### src/rtl/lockbit_pkg.sv
// Shared types and command bytes for the lock-bit sequencer.
// Assumes an 8-bit flash data bus.
package lockbit_pkg;
    typedef enum logic [2:0] {
        RES_OK     = 3'd0,
        RES_VPP    = 3'd1,
        RES_SEQ    = 3'd2,
        RES_LOCK   = 3'd3,
        RES_PROT   = 3'd4,
        RES_TMO    = 3'd5,
        RES_QUEUED = 3'd6
    } res_e;

    typedef enum logic [2:0] {
        S_IDLE, S_SETUP, S_CONF, S_POLL, S_CLR, S_RDARR, S_DONE
    } st_e;

    localparam logic [7:0] OP_SETUP = 8'h60;
    localparam logic [7:0] OP_BLK   = 8'h01;
    localparam logic [7:0] OP_MST   = 8'hF1;
    localparam logic [7:0] OP_CLR   = 8'h50;
    localparam logic [7:0] OP_RDARR = 8'hFF;

    localparam int ST_READY = 7;
    localparam int ST_VPP   = 3;
    localparam int ST_LOCK  = 4;
    localparam int ST_ERASE = 5;
    localparam int ST_PROT  = 1;
endpackage

### src/rtl/lockbit_status_decode.sv
// Turns a ready status byte into a result code using a fixed priority.
// Assumes the caller only uses the output once the ready bit is set.
module lockbit_status_decode
    import lockbit_pkg::*;
(
    input  logic [7:0] status,
    output res_e       code
);
    // Priority decode of the error flags, highest first.
    always_comb begin
        if (status[ST_VPP])
            code = RES_VPP;
        else if (status[ST_LOCK] && status[ST_ERASE])
            code = RES_SEQ;
        else if (status[ST_LOCK])
            code = RES_LOCK;
        else if (status[ST_PROT])
            code = RES_PROT;
        else
            code = RES_OK;
    end
endmodule

### src/rtl/lockbit_poll_timer.sv
// Counts consecutive busy status reads and flags expiry on the
// POLL_LIMIT-th one. Assumes POLL_LIMIT >= 1.
module lockbit_poll_timer #(
    parameter int POLL_LIMIT = 64
) (
    input  logic clk,
    input  logic rst_n,
    input  logic poll,
    input  logic busy,
    output logic expired
);
    localparam int CW = $clog2(POLL_LIMIT + 1);
    localparam logic [CW-1:0] LAST = CW'(POLL_LIMIT - 1);

    logic [CW-1:0] cnt;

    assign expired = poll && busy && (cnt == LAST);

    // Count busy reads; restart whenever polling stops or ready is seen.
    always_ff @(posedge clk) begin
        if (!rst_n)
            cnt <= '0;
        else if (poll && busy && !expired)
            cnt <= cnt + 1'b1;
        else
            cnt <= '0;
    end


    cnt_bound_chk: assert property (@(posedge clk) disable iff (!rst_n)
        cnt <= LAST);
endmodule

### src/rtl/lockbit_seq.sv
// Lock-bit programming sequencer: setup/confirm command pair, busy poll,
// prioritised status decode, status clear on error, read-array restore.
// Assumes a flash that returns its status byte on rd_data in the same
// cycle as bus_re.
module lockbit_seq
    import lockbit_pkg::*;
#(
    parameter int AW = 21,
    parameter int POLL_LIMIT = 64,
    parameter logic [AW-1:0] MASTER_ADDR = '0
) (
    input  logic          clk,
    input  logic          rst_n,
    input  logic          start,
    input  logic          master_sel,
    input  logic          defer_check,
    input  logic [AW-1:0] blk_addr,
    input  logic [7:0]    rd_data,
    output logic          bus_we,
    output logic          bus_re,
    output logic [AW-1:0] bus_addr,
    output logic [7:0]    bus_wdata,
    output logic          done,
    output logic [2:0]    result
);
    st_e           state;
    logic [AW-1:0] addr_q;
    logic          master_q;
    logic          defer_q;
    res_e          res_q;
    res_e          dec_code;
    logic          tmo;
    logic          ready;

    assign ready = rd_data[ST_READY];

    lockbit_status_decode u_dec (
        .status (rd_data),
        .code   (dec_code)
    );

    lockbit_poll_timer #(.POLL_LIMIT(POLL_LIMIT)) u_tmr (
        .clk     (clk),
        .rst_n   (rst_n),
        .poll    (state == S_POLL),
        .busy    (!ready),
        .expired (tmo)
    );

    // Bus strobes and command byte from the current state.
    always_comb begin
        bus_we    = 1'b0;
        bus_re    = 1'b0;
        bus_wdata = 8'h00;
        unique case (state)
            S_SETUP: begin bus_we = 1'b1; bus_wdata = OP_SETUP; end
            S_CONF:  begin bus_we = 1'b1; bus_wdata = master_q ? OP_MST : OP_BLK; end
            S_POLL:  bus_re = 1'b1;
            S_CLR:   begin bus_we = 1'b1; bus_wdata = OP_CLR; end
            S_RDARR: begin bus_we = 1'b1; bus_wdata = OP_RDARR; end
            default: ;
        endcase
    end

    assign bus_addr = addr_q;
    assign done     = (state == S_DONE);
    assign result   = res_q;

    // Operation sequencer.
    always_ff @(posedge clk) begin
        if (!rst_n) begin
            state    <= S_IDLE;
            addr_q   <= '0;
            master_q <= 1'b0;
            defer_q  <= 1'b0;
            res_q    <= RES_OK;
        end else begin
            unique case (state)
                S_IDLE: if (start) begin
                    addr_q   <= master_sel ? MASTER_ADDR : blk_addr;
                    master_q <= master_sel;
                    defer_q  <= defer_check;
                    state    <= S_SETUP;
                end
                S_SETUP: state <= S_CONF;
                S_CONF:  state <= S_POLL;
                S_POLL: begin
                    if (ready) begin
                        if (defer_q) begin
                            res_q <= RES_QUEUED;
                            state <= S_DONE;
                        end else begin
                            res_q <= dec_code;
                            state <= (dec_code == RES_OK) ? S_RDARR : S_CLR;
                        end
                    end else if (tmo) begin
                        res_q <= RES_TMO;
                        state <= S_DONE;
                    end
                end
                S_CLR:   state <= S_RDARR;
                S_RDARR: state <= S_DONE;
                S_DONE:  state <= S_IDLE;
                default: state <= S_IDLE;
            endcase
        end
    end


    bus_excl_chk: assert property (@(posedge clk) disable iff (!rst_n)
        !(bus_we && bus_re));


    confirm_after_setup_chk: assert property (@(posedge clk) disable iff (!rst_n)
        (bus_we && (bus_wdata == OP_BLK || bus_wdata == OP_MST)) |->
        ($past(bus_we) && $past(bus_wdata) == OP_SETUP && $stable(bus_addr)));


    clear_then_rdarr_chk: assert property (@(posedge clk) disable iff (!rst_n)
        (bus_we && bus_wdata == OP_CLR) |=> (bus_we && bus_wdata == OP_RDARR));


    ok_after_rdarr_chk: assert property (@(posedge clk) disable iff (!rst_n)
        (done && result == RES_OK) |-> ($past(bus_we) && $past(bus_wdata) == OP_RDARR));


    done_pulse_chk: assert property (@(posedge clk) disable iff (!rst_n)
        done |=> !done);


    tmo_after_read_chk: assert property (@(posedge clk) disable iff (!rst_n)
        (done && result == RES_TMO) |-> $past(bus_re));
endmodule

### config.mk
export PLATFORM = sky130hd
export DESIGN_NAME = lockbit_seq
export DESIGN_NICKNAME = d
export VERILOG_FILES = /design/src/rtl/lockbit_pkg.sv /design/src/rtl/lockbit_status_decode.sv /design/src/rtl/lockbit_poll_timer.sv /design/src/rtl/lockbit_seq.sv
export SDC_FILE = /design/constraint.sdc
export NUM_CORES = 1
export LEC_CHECK = 0
export BUFFER_PORTS_ARGS = -buffer_cell sky130_fd_sc_hd__buf_2
export CORE_MARGIN = 1
export CORE_UTILIZATION = 42
export DETAILED_ROUTE_END_ITERATION = 6
export PLACE_DENSITY = 0.78
export REMOVE_ABC_BUFFERS = 1
export SLEW_MARGIN = 20
export SYNTH_ARGS = -nofsm -noshare
export SYNTH_HDL_FRONTEND = slang
export SYNTH_SLANG_ARGS = --single-unit
### constraint.sdc
create_clock -name clk -period 1.3 [get_ports clk]
set_input_delay 0.13 -clock clk [delete_from_list [all_inputs] [get_ports clk]]
set_output_delay 0.13 -clock clk [all_outputs]
set_load 0.05 [all_outputs]
==> metrics.json <==
{
  "clock_sink_count": 36,
  "critPathCaptureType": "primary output",
  "detailed_route_iter0_violations": 75,
  "hold_buffer_count_at_cts": 0,
  "global_route_congestion_overflow_total": 0,
  "yosysWarnings": 0,
  "grt_first_pass_wirelength_um": 6990,
  "htree_levels": 2,
  "ys_top_cells_by_area": "sky130_fd_sc_hd__dfxtp_1 (44%), sky130_fd_sc_hd__nand3b_1 (9.5%), sky130_fd_sc_hd__a21boi_1 (8.6%)",
  "synth.cell_area_mm2": 0.00165,
  "cts-buffers-inserted": 5,
  "finalSetupTns_ns": -2.64,
  "average_size_of_a_mapped_cell_um2": 9.09,
  "final_util_pct": 70.8,
  "routed_wl_um": 4570,
  "clock-root-buffer": "sky130_fd_sc_hd__clkbuf_8",
  "post_synthesis_cells": 182,
  "hold_class": "input pin to flip-flop",
  "drcViolationCount": 0,
  "dpl.hpwl_um": 2670,
  "netlist.area_leader.share_pct": 43.6,
  "setup-violations-final": 42,
  "slowest_delay_ns": 0.37,
  "cpLargestDelayFamily": "simple AND/OR/NAND/NOR gates",
  "number_of_placed_instances_with_taps_included": 299,
  "die_h_um": 64.8,
  "async_flop_share_pct": 0,
  "final.period_utilization_pct": 109,
  "route.detailed.vias_per_inst": 5.11,
  "initial_standard_cell_utilization_of_the_core_pct": 44.5,
  "seq_area_frac_synth_pct": 43.6,
  "antenna-diode-count": 0,
  "fraction_of_layout_cells_with_a_size_suffix_above_1_pct": 49.6,
  "worst_path_max_delay_cell": "sky130_fd_sc_hd__dfxtp_4",
  "synth_seq_cells": 36,
  "grt_pass1_vias": 1590,
  "multi_input_area_um2": 961,
  "yosys.cell_types.count": 37,
  "timing.max_cap.violations": 0,
  "setup_ws_final_ns": -0.122,
  "report.final.hold_viol_count": 0,
  "timing.critical_path.from_type": "flip-flop",
  "track_usage_pct": 22.0,
  "fp.dieArea_mm2": 0.00419,
  "violated_checks": "setup timing",
  "final.fill_count": 278,
  "critical_path_required_ns": 1.17,
  "p_leak_nw": 1.17,
  "clk_latency_ns": 0.28,
  "worst-endpoint-arrival_ns": 1.29,
  "critical_path.cell_chain": "nand2b_4 > or2_4 > o21ai_2 > buf_6",
  "route.vias.total": 1624,
  "avgRoutedWirePerCell_um": 14.4,
  "fmax_ghz": 0.703,
  "synth-edff-count": 0,
  "cts-root-to-sink-buffers": 2,
  "whs_ns": 0.104,
  "fp.dieW_um": 64.8,
  "critical_path.n_buffers_inverters": 1,
  "placeableCoreArea_mm2": 0.00372,
  "report.final.slew_viol_count": 0,
  "clk_pin_slew_ns": 0.07,
  "yosysMostFrequentCell": "sky130_fd_sc_hd__dfxtp_1",
  "clock_tree_from_tritoncts": "built",
  "dr.pass1.iters": 4,
  "pin_count_of_the_biggest_net_entering_global_routing": 23,
  "antenna_violating_nets_post_route": 0,
  "antenna_violations_before_repair": 0,
  "status": "complete, but fails checks",
  "tightest_slew_ns": 0.356,
  "placementRows": 22,
  "count_of_input_and_output_buffers": 65,
  "gp_congestion": 0.812,
  "max_slew_margin_pct": 76.3,
  "synth.top_cells.by_count": "sky130_fd_sc_hd__dfxtp_1 (36), sky130_fd_sc_hd__nand2_1 (31), sky130_fd_sc_hd__nand3b_1 (21)",
  "vdd.ir_drop.worst_uv": 744,
  "seq_area_um2": 734,
  "crit_path_max_fanout": 7,
  "yosys.area.top_type": "sky130_fd_sc_hd__dfxtp_1",
  "post-layout-total-power_mw": 3.23,
  "rsz0062_at_grt": "yes",
  "powerDensity_mw_per_mm2": 1230,
  "timing_worst_setup_path_type": "flip-flop to primary output",
  "finish.cell_count_without_fillers": 318,
  "boundaryPins": 69,
  "period_needed_ns": 1.42,
  "skew_ns": 0.00293,
  "area_growth_pct": 59.0,
  "dominantRegCellSynth": "sky130_fd_sc_hd__dfxtp_1",
  "nets": 304
}
## layout by cell type (no fill, tap or decap), drive strengths merged, types with 2 or more instances in the layout
cell type / instances
nor2b: 2
a21oi: 3
o21ai: 5
nand3: 5
xnor2: 4
a21boi: 24
o211ai: 2
dfxtp: 36
clkbuf: 6
nand3b: 21
inv: 7
o211a: 2
buf: 93
and3: 2
nand2: 32
nor2: 9
## sequential cells by signal, summed over array words and instances, names as in the netlist
signal and count:
defer_q 1, master_q 1, u_tmr.cnt 7, state 3, result 3, bus_addr 21
## per-layer routing
layer / global-route usage (%) / part of all wire [%] / up-vias
li1: - / - / 794
met3: 6.87 / 4.0 / 10
met2: 40.0 / 52 / 46
met5: 0 / 0 / -
met4: 7.50 / 2.4 / 0
met1: 23.9 / 41 / 774
## kinds of logic after synthesis
family                   count (synthesis)  share of synthesized area [%]
XOR/XNOR                                 5                           2.65
AO/OA/AOI/OAI                           43                           20.6
flip-flops                              36                           43.6
buffers and inverters                   21                           7.11
adder cells (fa/ha/maj)                  1                          0.756
AND/OR/NAND/NOR                         76                           25.3
## cell type report
cell class	count	area share (%)
Multi-Input combinational cell	125	36.5
Sequential cell	36	27.9
Inverter	7	1.19
Tap cell	48	2.28
Timing Repair Buffer	94	28.0
Clock buffer	6	2.76
Clock inverter	2	1.33
## worst min-delay path, stage by stage
cell,delay (ns)
sky130_fd_sc_hd__buf_2,0.09
sky130_fd_sc_hd__nand3b_1,0.06
sky130_fd_sc_hd__a21boi_1,0.05
## final timing paths
path / endpoint / depth (start not counted) / slack, ns / start
worst max-delay path: bus_wdata[0] / 4 / -0.12 / state[1]$_SDFFE_PN0P_
worst min-delay path: bus_addr[15]$_SDFFE_PN0P_ / 3 / 0.10 / blk_addr[15]
worst max register to register: bus_addr[3]$_SDFFE_PN0P_ / 7 / -0.11 / state[1]$_SDFFE_PN0P_
worst min register to register: bus_addr[18]$_SDFFE_PN0P_ / 2 / 0.45 / bus_addr[18]$_SDFFE_PN0P_
## power by group
group / total (mW) / internal (mW) / switching, mW
combinational: 1.07 / 0.460 / 0.605
sequential: 1.21 / 1.16 / 0.0492
clock: 0.957 / 0.569 / 0.388
total: 3.23 / 2.19 / 1.04
## metrics by stage
stage	cell area, um^2	worst slack, ns
final	2630	-0.122
after detailed placement	2110	-0.154
after global routing	2630	-0.180
after global placement	2110	-0.0884
after CTS	2520	-0.142
after floorplan	1560	-0.616
## timing repair
action	4_1_cts	5_1_grt
buffers inserted	5	5
gates cloned	2	0
pin swaps	18	21
gates resized for setup	61	20
setup endpoints to repair	25	45
Power figures use the tool's default switching activity.
